### src/rtl/keypad_pkg.sv
package keypad_pkg;
    localparam int NUM_KEYS = 5;
    localparam int K_INT    = 0;
    localparam int K_LEFT   = 1;
    localparam int K_UP     = 2;
    localparam int K_DOWN   = 3;
    localparam int K_RIGHT  = 4;
endpackage

### src/rtl/key_history.sv
module key_history #(
    parameter int HIST_W = 8
) (
    input  logic clk,
    input  logic rst_n,
    input  logic tick_i,
    input  logic raw_n_i,
    output logic held_o,
    output logic press_o
);
    localparam logic [HIST_W-1:0] IDLE_PAT  = '1;
    localparam logic [HIST_W-1:0] PRESS_PAT = {{(HIST_W-1){1'b1}}, 1'b0};

    typedef struct packed {
        logic [HIST_W-1:0] hist;
        logic              press;
    } hist_state_t;

    hist_state_t st_d, st_q;

    always_comb begin
        st_d       = st_q;
        st_d.press = 1'b0;
        if (tick_i) begin
            st_d.hist  = {st_q.hist[HIST_W-2:0], raw_n_i};
            st_d.press = (st_d.hist == PRESS_PAT);
        end
    end

    always_ff @(posedge clk) begin
        if (!rst_n) begin
            st_q.hist  <= IDLE_PAT;
            st_q.press <= 1'b0;
        end else begin
            st_q <= st_d;
        end
    end

    assign held_o  = ~st_q.hist[0];
    assign press_o = st_q.press;

    AST_HIST_HOLD: assert property (@(posedge clk) disable iff (!rst_n)
        !tick_i |=> $stable(st_q.hist));
    AST_PRESS_LEVEL: assert property (@(posedge clk) disable iff (!rst_n)
        press_o |-> held_o);
    AST_PRESS_SINGLE: assert property (@(posedge clk) disable iff (!rst_n)
        press_o |=> !press_o);
endmodule

### src/rtl/bright_step.sv
module bright_step #(
    parameter int BRIGHT_W    = 4,
    parameter int BRIGHT_INIT = 8
) (
    input  logic                clk,
    input  logic                rst_n,
    input  logic                inc_i,
    input  logic                dec_i,
    output logic [BRIGHT_W-1:0] level_o,
    output logic                store_o
);
    localparam logic [BRIGHT_W-1:0] LVL_MAX  = '1;
    localparam logic [BRIGHT_W-1:0] LVL_MIN  = '0;
    localparam logic [BRIGHT_W-1:0] LVL_INIT = BRIGHT_W'(BRIGHT_INIT);

    typedef struct packed {
        logic [BRIGHT_W-1:0] level;
        logic                store;
    } lvl_state_t;

    lvl_state_t st_d, st_q;

    always_comb begin
        st_d       = st_q;
        st_d.store = 1'b0;
        if (inc_i && !dec_i && st_q.level != LVL_MAX) begin
            st_d.level = st_q.level + 1'b1;
            st_d.store = 1'b1;
        end else if (dec_i && !inc_i && st_q.level != LVL_MIN) begin
            st_d.level = st_q.level - 1'b1;
            st_d.store = 1'b1;
        end
    end

    always_ff @(posedge clk) begin
        if (!rst_n) begin
            st_q.level <= LVL_INIT;
            st_q.store <= 1'b0;
        end else begin
            st_q <= st_d;
        end
    end

    assign level_o = st_q.level;
    assign store_o = st_q.store;

    AST_STORE_ON_CHANGE: assert property (@(posedge clk) disable iff (!rst_n)
        store_o |-> (level_o != $past(level_o)));
    AST_NO_WRAP_TOP: assert property (@(posedge clk) disable iff (!rst_n)
        ($past(level_o) == LVL_MAX) |-> (level_o != LVL_MIN));
    AST_NO_WRAP_BOTTOM: assert property (@(posedge clk) disable iff (!rst_n)
        ($past(level_o) == LVL_MIN) |-> (level_o != LVL_MAX));
endmodule

### src/rtl/key_debounce_top.sv
module key_debounce_top
    import keypad_pkg::*;
#(
    parameter int HIST_W      = 8,
    parameter int BRIGHT_W    = 4,
    parameter int BRIGHT_INIT = 8
) (
    input  logic                clk,
    input  logic                rst_n,
    input  logic                tick_i,
    input  logic [4:0]          key_n_i,
    input  logic [4:0]          edge_clr_i,
    output logic [4:0]          held_o,
    output logic [4:0]          edge_o,
    output logic [BRIGHT_W-1:0] bright_o,
    output logic                store_o,
    output logic [BRIGHT_W-1:0] store_val_o
);
    typedef struct packed {
        logic [NUM_KEYS-1:0] flags;
    } edge_state_t;

    edge_state_t st_d, st_q;

    logic [NUM_KEYS-1:0] held_w;
    logic [NUM_KEYS-1:0] press_w;
    logic [NUM_KEYS-1:0] absorb_w;
    logic                chord_w;
    logic                step_up_w;
    logic                step_dn_w;

    for (genvar k = 0; k < NUM_KEYS; k++) begin : g_key
        key_history #(.HIST_W(HIST_W)) u_hist (
            .clk    (clk),
            .rst_n  (rst_n),
            .tick_i (tick_i),
            .raw_n_i(key_n_i[k]),
            .held_o (held_w[k]),
            .press_o(press_w[k])
        );
    end

    always_comb begin
        chord_w   = held_w[K_LEFT] & held_w[K_RIGHT];
        step_up_w = chord_w & press_w[K_UP];
        step_dn_w = chord_w & press_w[K_DOWN];
        absorb_w  = '0;
        absorb_w[K_UP]   = step_up_w;
        absorb_w[K_DOWN] = step_dn_w;
        st_d.flags = (st_q.flags & ~edge_clr_i) | (press_w & ~absorb_w);
    end

    always_ff @(posedge clk) begin
        if (!rst_n) begin
            st_q.flags <= '0;
        end else begin
            st_q <= st_d;
        end
    end

    bright_step #(.BRIGHT_W(BRIGHT_W), .BRIGHT_INIT(BRIGHT_INIT)) u_bright (
        .clk    (clk),
        .rst_n  (rst_n),
        .inc_i  (step_up_w),
        .dec_i  (step_dn_w),
        .level_o(bright_o),
        .store_o(store_o)
    );

    assign held_o      = held_w;
    assign edge_o      = st_q.flags;
    assign store_val_o = bright_o;

    AST_FLAG_STICKY: assert property (@(posedge clk) disable iff (!rst_n)
        |(st_q.flags & ~edge_clr_i) |=>
        ((st_q.flags & $past(st_q.flags & ~edge_clr_i)) == $past(st_q.flags & ~edge_clr_i)));
    AST_CHORD_ABSORB: assert property (@(posedge clk) disable iff (!rst_n)
        (step_up_w && !st_q.flags[K_UP]) |=> !st_q.flags[K_UP]);
    AST_NO_CHORD_STEADY: assert property (@(posedge clk) disable iff (!rst_n)
        !chord_w |=> !store_o);
endmodule

### config.mk
export PLATFORM = sky130hd
export DESIGN_NAME = key_debounce_top
export DESIGN_NICKNAME = d
export VERILOG_FILES = /design/src/rtl/keypad_pkg.sv /design/src/rtl/key_history.sv /design/src/rtl/bright_step.sv /design/src/rtl/key_debounce_top.sv
export SDC_FILE = /design/constraint.sdc
export NUM_CORES = 1
export LEC_CHECK = 0
export BUFFER_PORTS_ARGS = -buffer_cell sky130_fd_sc_hd__buf_2
export CAP_MARGIN = 10
export CORE_MARGIN = 1.5
export CORE_UTILIZATION = 35
export CTS_CLUSTER_DIAMETER = 50
export DETAILED_ROUTE_END_ITERATION = 10
export GPL_TIMING_DRIVEN = 0
export PLACE_DENSITY_LB_ADDON = 0.12
export SLEW_MARGIN = 40
export SYNTH_ARGS = -nofsm -noshare
export SYNTH_HDL_FRONTEND = slang
export SYNTH_SLANG_ARGS = --single-unit
### constraint.sdc
create_clock -name clk -period 3.4 [get_ports clk]
set_input_delay 0.51 -clock clk [delete_from_list [all_inputs] [get_ports clk]]
set_output_delay 0.51 -clock clk [all_outputs]
set_load 0.005 [all_outputs]
==> flow_summary_export.csv <==
group,metric,value,unit
run_status,status,"finished, final reports clean",
clock_network,cts_tree,"yes",
floorplanning,ios,32,
finish,syn2layout_area_growth,15.60,%
clock_network,holdBufCountCts,0,
critical_path,slowest_delay,0.58,ns
critical_path,path_class,"reg -> out",
critical_path,r2r_setup_slack,1.80,ns
route,ant_nets,0,
timing,fin_crit_sh,0.5155,
grt,grt_pass1_vias,1388,
grt,grt.overflow.total,0,
floorplanning,coreArea,5574,sq um
hold_path,hold_path.class,"in -> reg",
power,p_leak,1.073,nW
synth,synth_area_per_cell,9.979,sq um
timing,finalHoldViolations,0,
grt,antenna_found_initial,0,
clock_network,postCtsSetupRepairBufs,0,
clock_network,cts-root-buf,"clkbuf_8",
timing,drv_slew,0,
synth,synth_cell_type_count,31,
critical_path,crit_fanout,7,
route,num_vias,1488,
floorplanning,initial_core_util,0.3670,
timing,rsz0062_at_grt,"no",
finish,finalInstanceArea,2365,sq um
timing,setup-violations-final,0,
timing,setup_tns,0,ns
synth,syn_inst,205,
floorplanning,die_y,79.45,um
critical_path,rr_worst_depth,4,
grt,grt_usage,0.1338,
placed_design,portBuffers,30,
grt,grt_start_max_net_pins,15,
finish,utilization,0.4242,
clock_network,cts_num_sinks,50,
finish,final_common_cell,"dfxtp_1",
finish,diodes,0,
power,cellPowerDensity,430.4,nW/um^2
timing,slew_headroom,0.6034,
floorplanning,rows,27,
finish,drive_above_1_share,0.2355,
placed_design,gp_congestion,0.7395,
placed_design,dp_hpwl,2700,um
timing,clock_skew,0.005313,ns
route,routedWlPerCell,12.22,um
power,vdd_drop_max,0.2451,mV
critical_path,crit_arrival,1.24,ns
finish,nets,258,
clock_network,clockBufferDepth,2,
finish,nFillCells,586,
clock_network,numCtsBuffers,5,
timing,worstMarginPinSlew,0.5948,ns
finish,final_cell_mix,"50 x dfxtp_1, 39 x nand2_1, 33 x buf_2",
critical_path,crit_family,"flip-flops",
critical_path,endpoint_kind,"output port",
route,drt_first_pass_iters,4,
synth,syn-cell-area,2046,sq um
critical_path,cp_slowest_cell,"dfxtp_1",
synth,synth_edf_count,0,
clock_network,clkLatencyLatePin,0.30,ns
clock_network,cts.repair.resized,0,
placed_design,placed_area,2286,sq um
route,drc,0,
synth,yosysWarningCount,0,
run,maxCapViolCount,0,
synth,async_flop_share,0,
synth,syn_nets,221,
synth,synthFlopType,"dfxtp_1",
route,viasPerCell,4.739,
grt,grt_pass1_wl,6472,um
route,wl,3836,um
clock_network,htree_num_levels,2,
clock_network,clk_pin_slew,0.09,ns
route,drtIter0Drc,42,
critical_path,critical_path_buf_inv_count,3,
floorplanning,die_w,79.45,um
synth,ys_ff_latch,50,
synth,ys_seq_area_frac,0.4893,
hold_path,holdPathStages,3,
floorplanning,fp.dieArea,6312,sq um
critical_path,cp-start-kind,"flop",
critical_path,path_cells,"inv_1 > buf_4 > buf_2",
critical_path,path_depth,3,
timing,fin_crit,1.753,ns
timing,timing.fmax,570.5,MHz
critical_path,required,2.89,ns
-- kinds of logic after synthesis --
logic type	Yosys count	synth area share
DFF	50	0.4893
adders and majority gates	3	0.01835
buffers and inverters	26	0.06606
muxes	32	0.1596
AOI/OAI and AO/OA	21	0.07217
and+or+nand+nor	73	0.1945
-- cell usage after synthesis, drive strengths merged, types with 5 or more instances --
library cell   n  area (sq um)
dfxtp         50          1001
nand2         40         152.6
mux2i         30         300.3
buf           12         82.57
clkbuf         7         26.28
inv            7         26.28
nor3           6         30.03
o211ai         6         45.04
nand4          5         31.28
nand4b         5         43.79
-- area by class of cell --
type,count,area [sq um],area share
Clock buffer,5,68.82,0.02910
Buffer,19,108.9,0.04603
Inverter,7,26.28,0.01111
Tap cell,72,90.09,0.03810
Timing Repair Buffer,30,150.1,0.06349
Sequential cell,50,1001,0.4233
Clock inverter,2,10.01,0.004233
Multi-Input combinational cell,129,909.6,0.3847
-- per-stage QoR --
stage	worst slack [ns]	cells	total power, mW	hold WS, ns
global route	1.571	314	1.070	0.4388
global placement	1.489	307	0.7075	0.4212
CTS	1.641	314	1.034	0.4322
detailed placement	1.529	307	0.7077	0.4284
finish	1.647	314	1.018	0.4421
floorplan	1.963	205	0.6790	0.4177
-- worst paths after layout --
kind | end | start
max | held_o[4] | g_key[4].u_hist.st_q[1]
min reg2reg | edge_o[4] | g_key[4].u_hist.press_o
max reg2reg | u_bright.level_o[3] | g_key[4].u_hist.st_q[1]
min | g_key[0].u_hist.st_q[1] | key_n_i[0]
-- metal layers --
layer | track usage | routed length, um | vias to the layer above
met1 | 0.1796 | 1918 | 681
met2 | 0.2000 | 1654 | 31
li1 | - | - | 769
met5 | 0 | 0 | -
met4 | 0.05439 | 82 | 0
met3 | 0.03886 | 181 | 7
-- flip-flops by register name (all words and copies together) (netlist names) --
name	count
u_bright.level_o	4
g_key.u_hist.st_q	35
u_bright.store_o	1
edge_o	5
g_key.u_hist.press_o	5
-- worst register-to-register path, stage by stage, from the launching register on --
cell and delay (ns):
dfxtp_1 0.44, nor4b_4 0.40, o21ai_2 0.16, o21ai_1 0.17, mux2_2 0.34
-- power breakdown --
part | switching (mW) | internal [mW] | total (mW)
registers | 0.0135 | 0.599 | 0.613
clock network | 0.187 | 0.139 | 0.325
logic | 0.0403 | 0.0396 | 0.0799
Power figures use the tool's default switching activity.
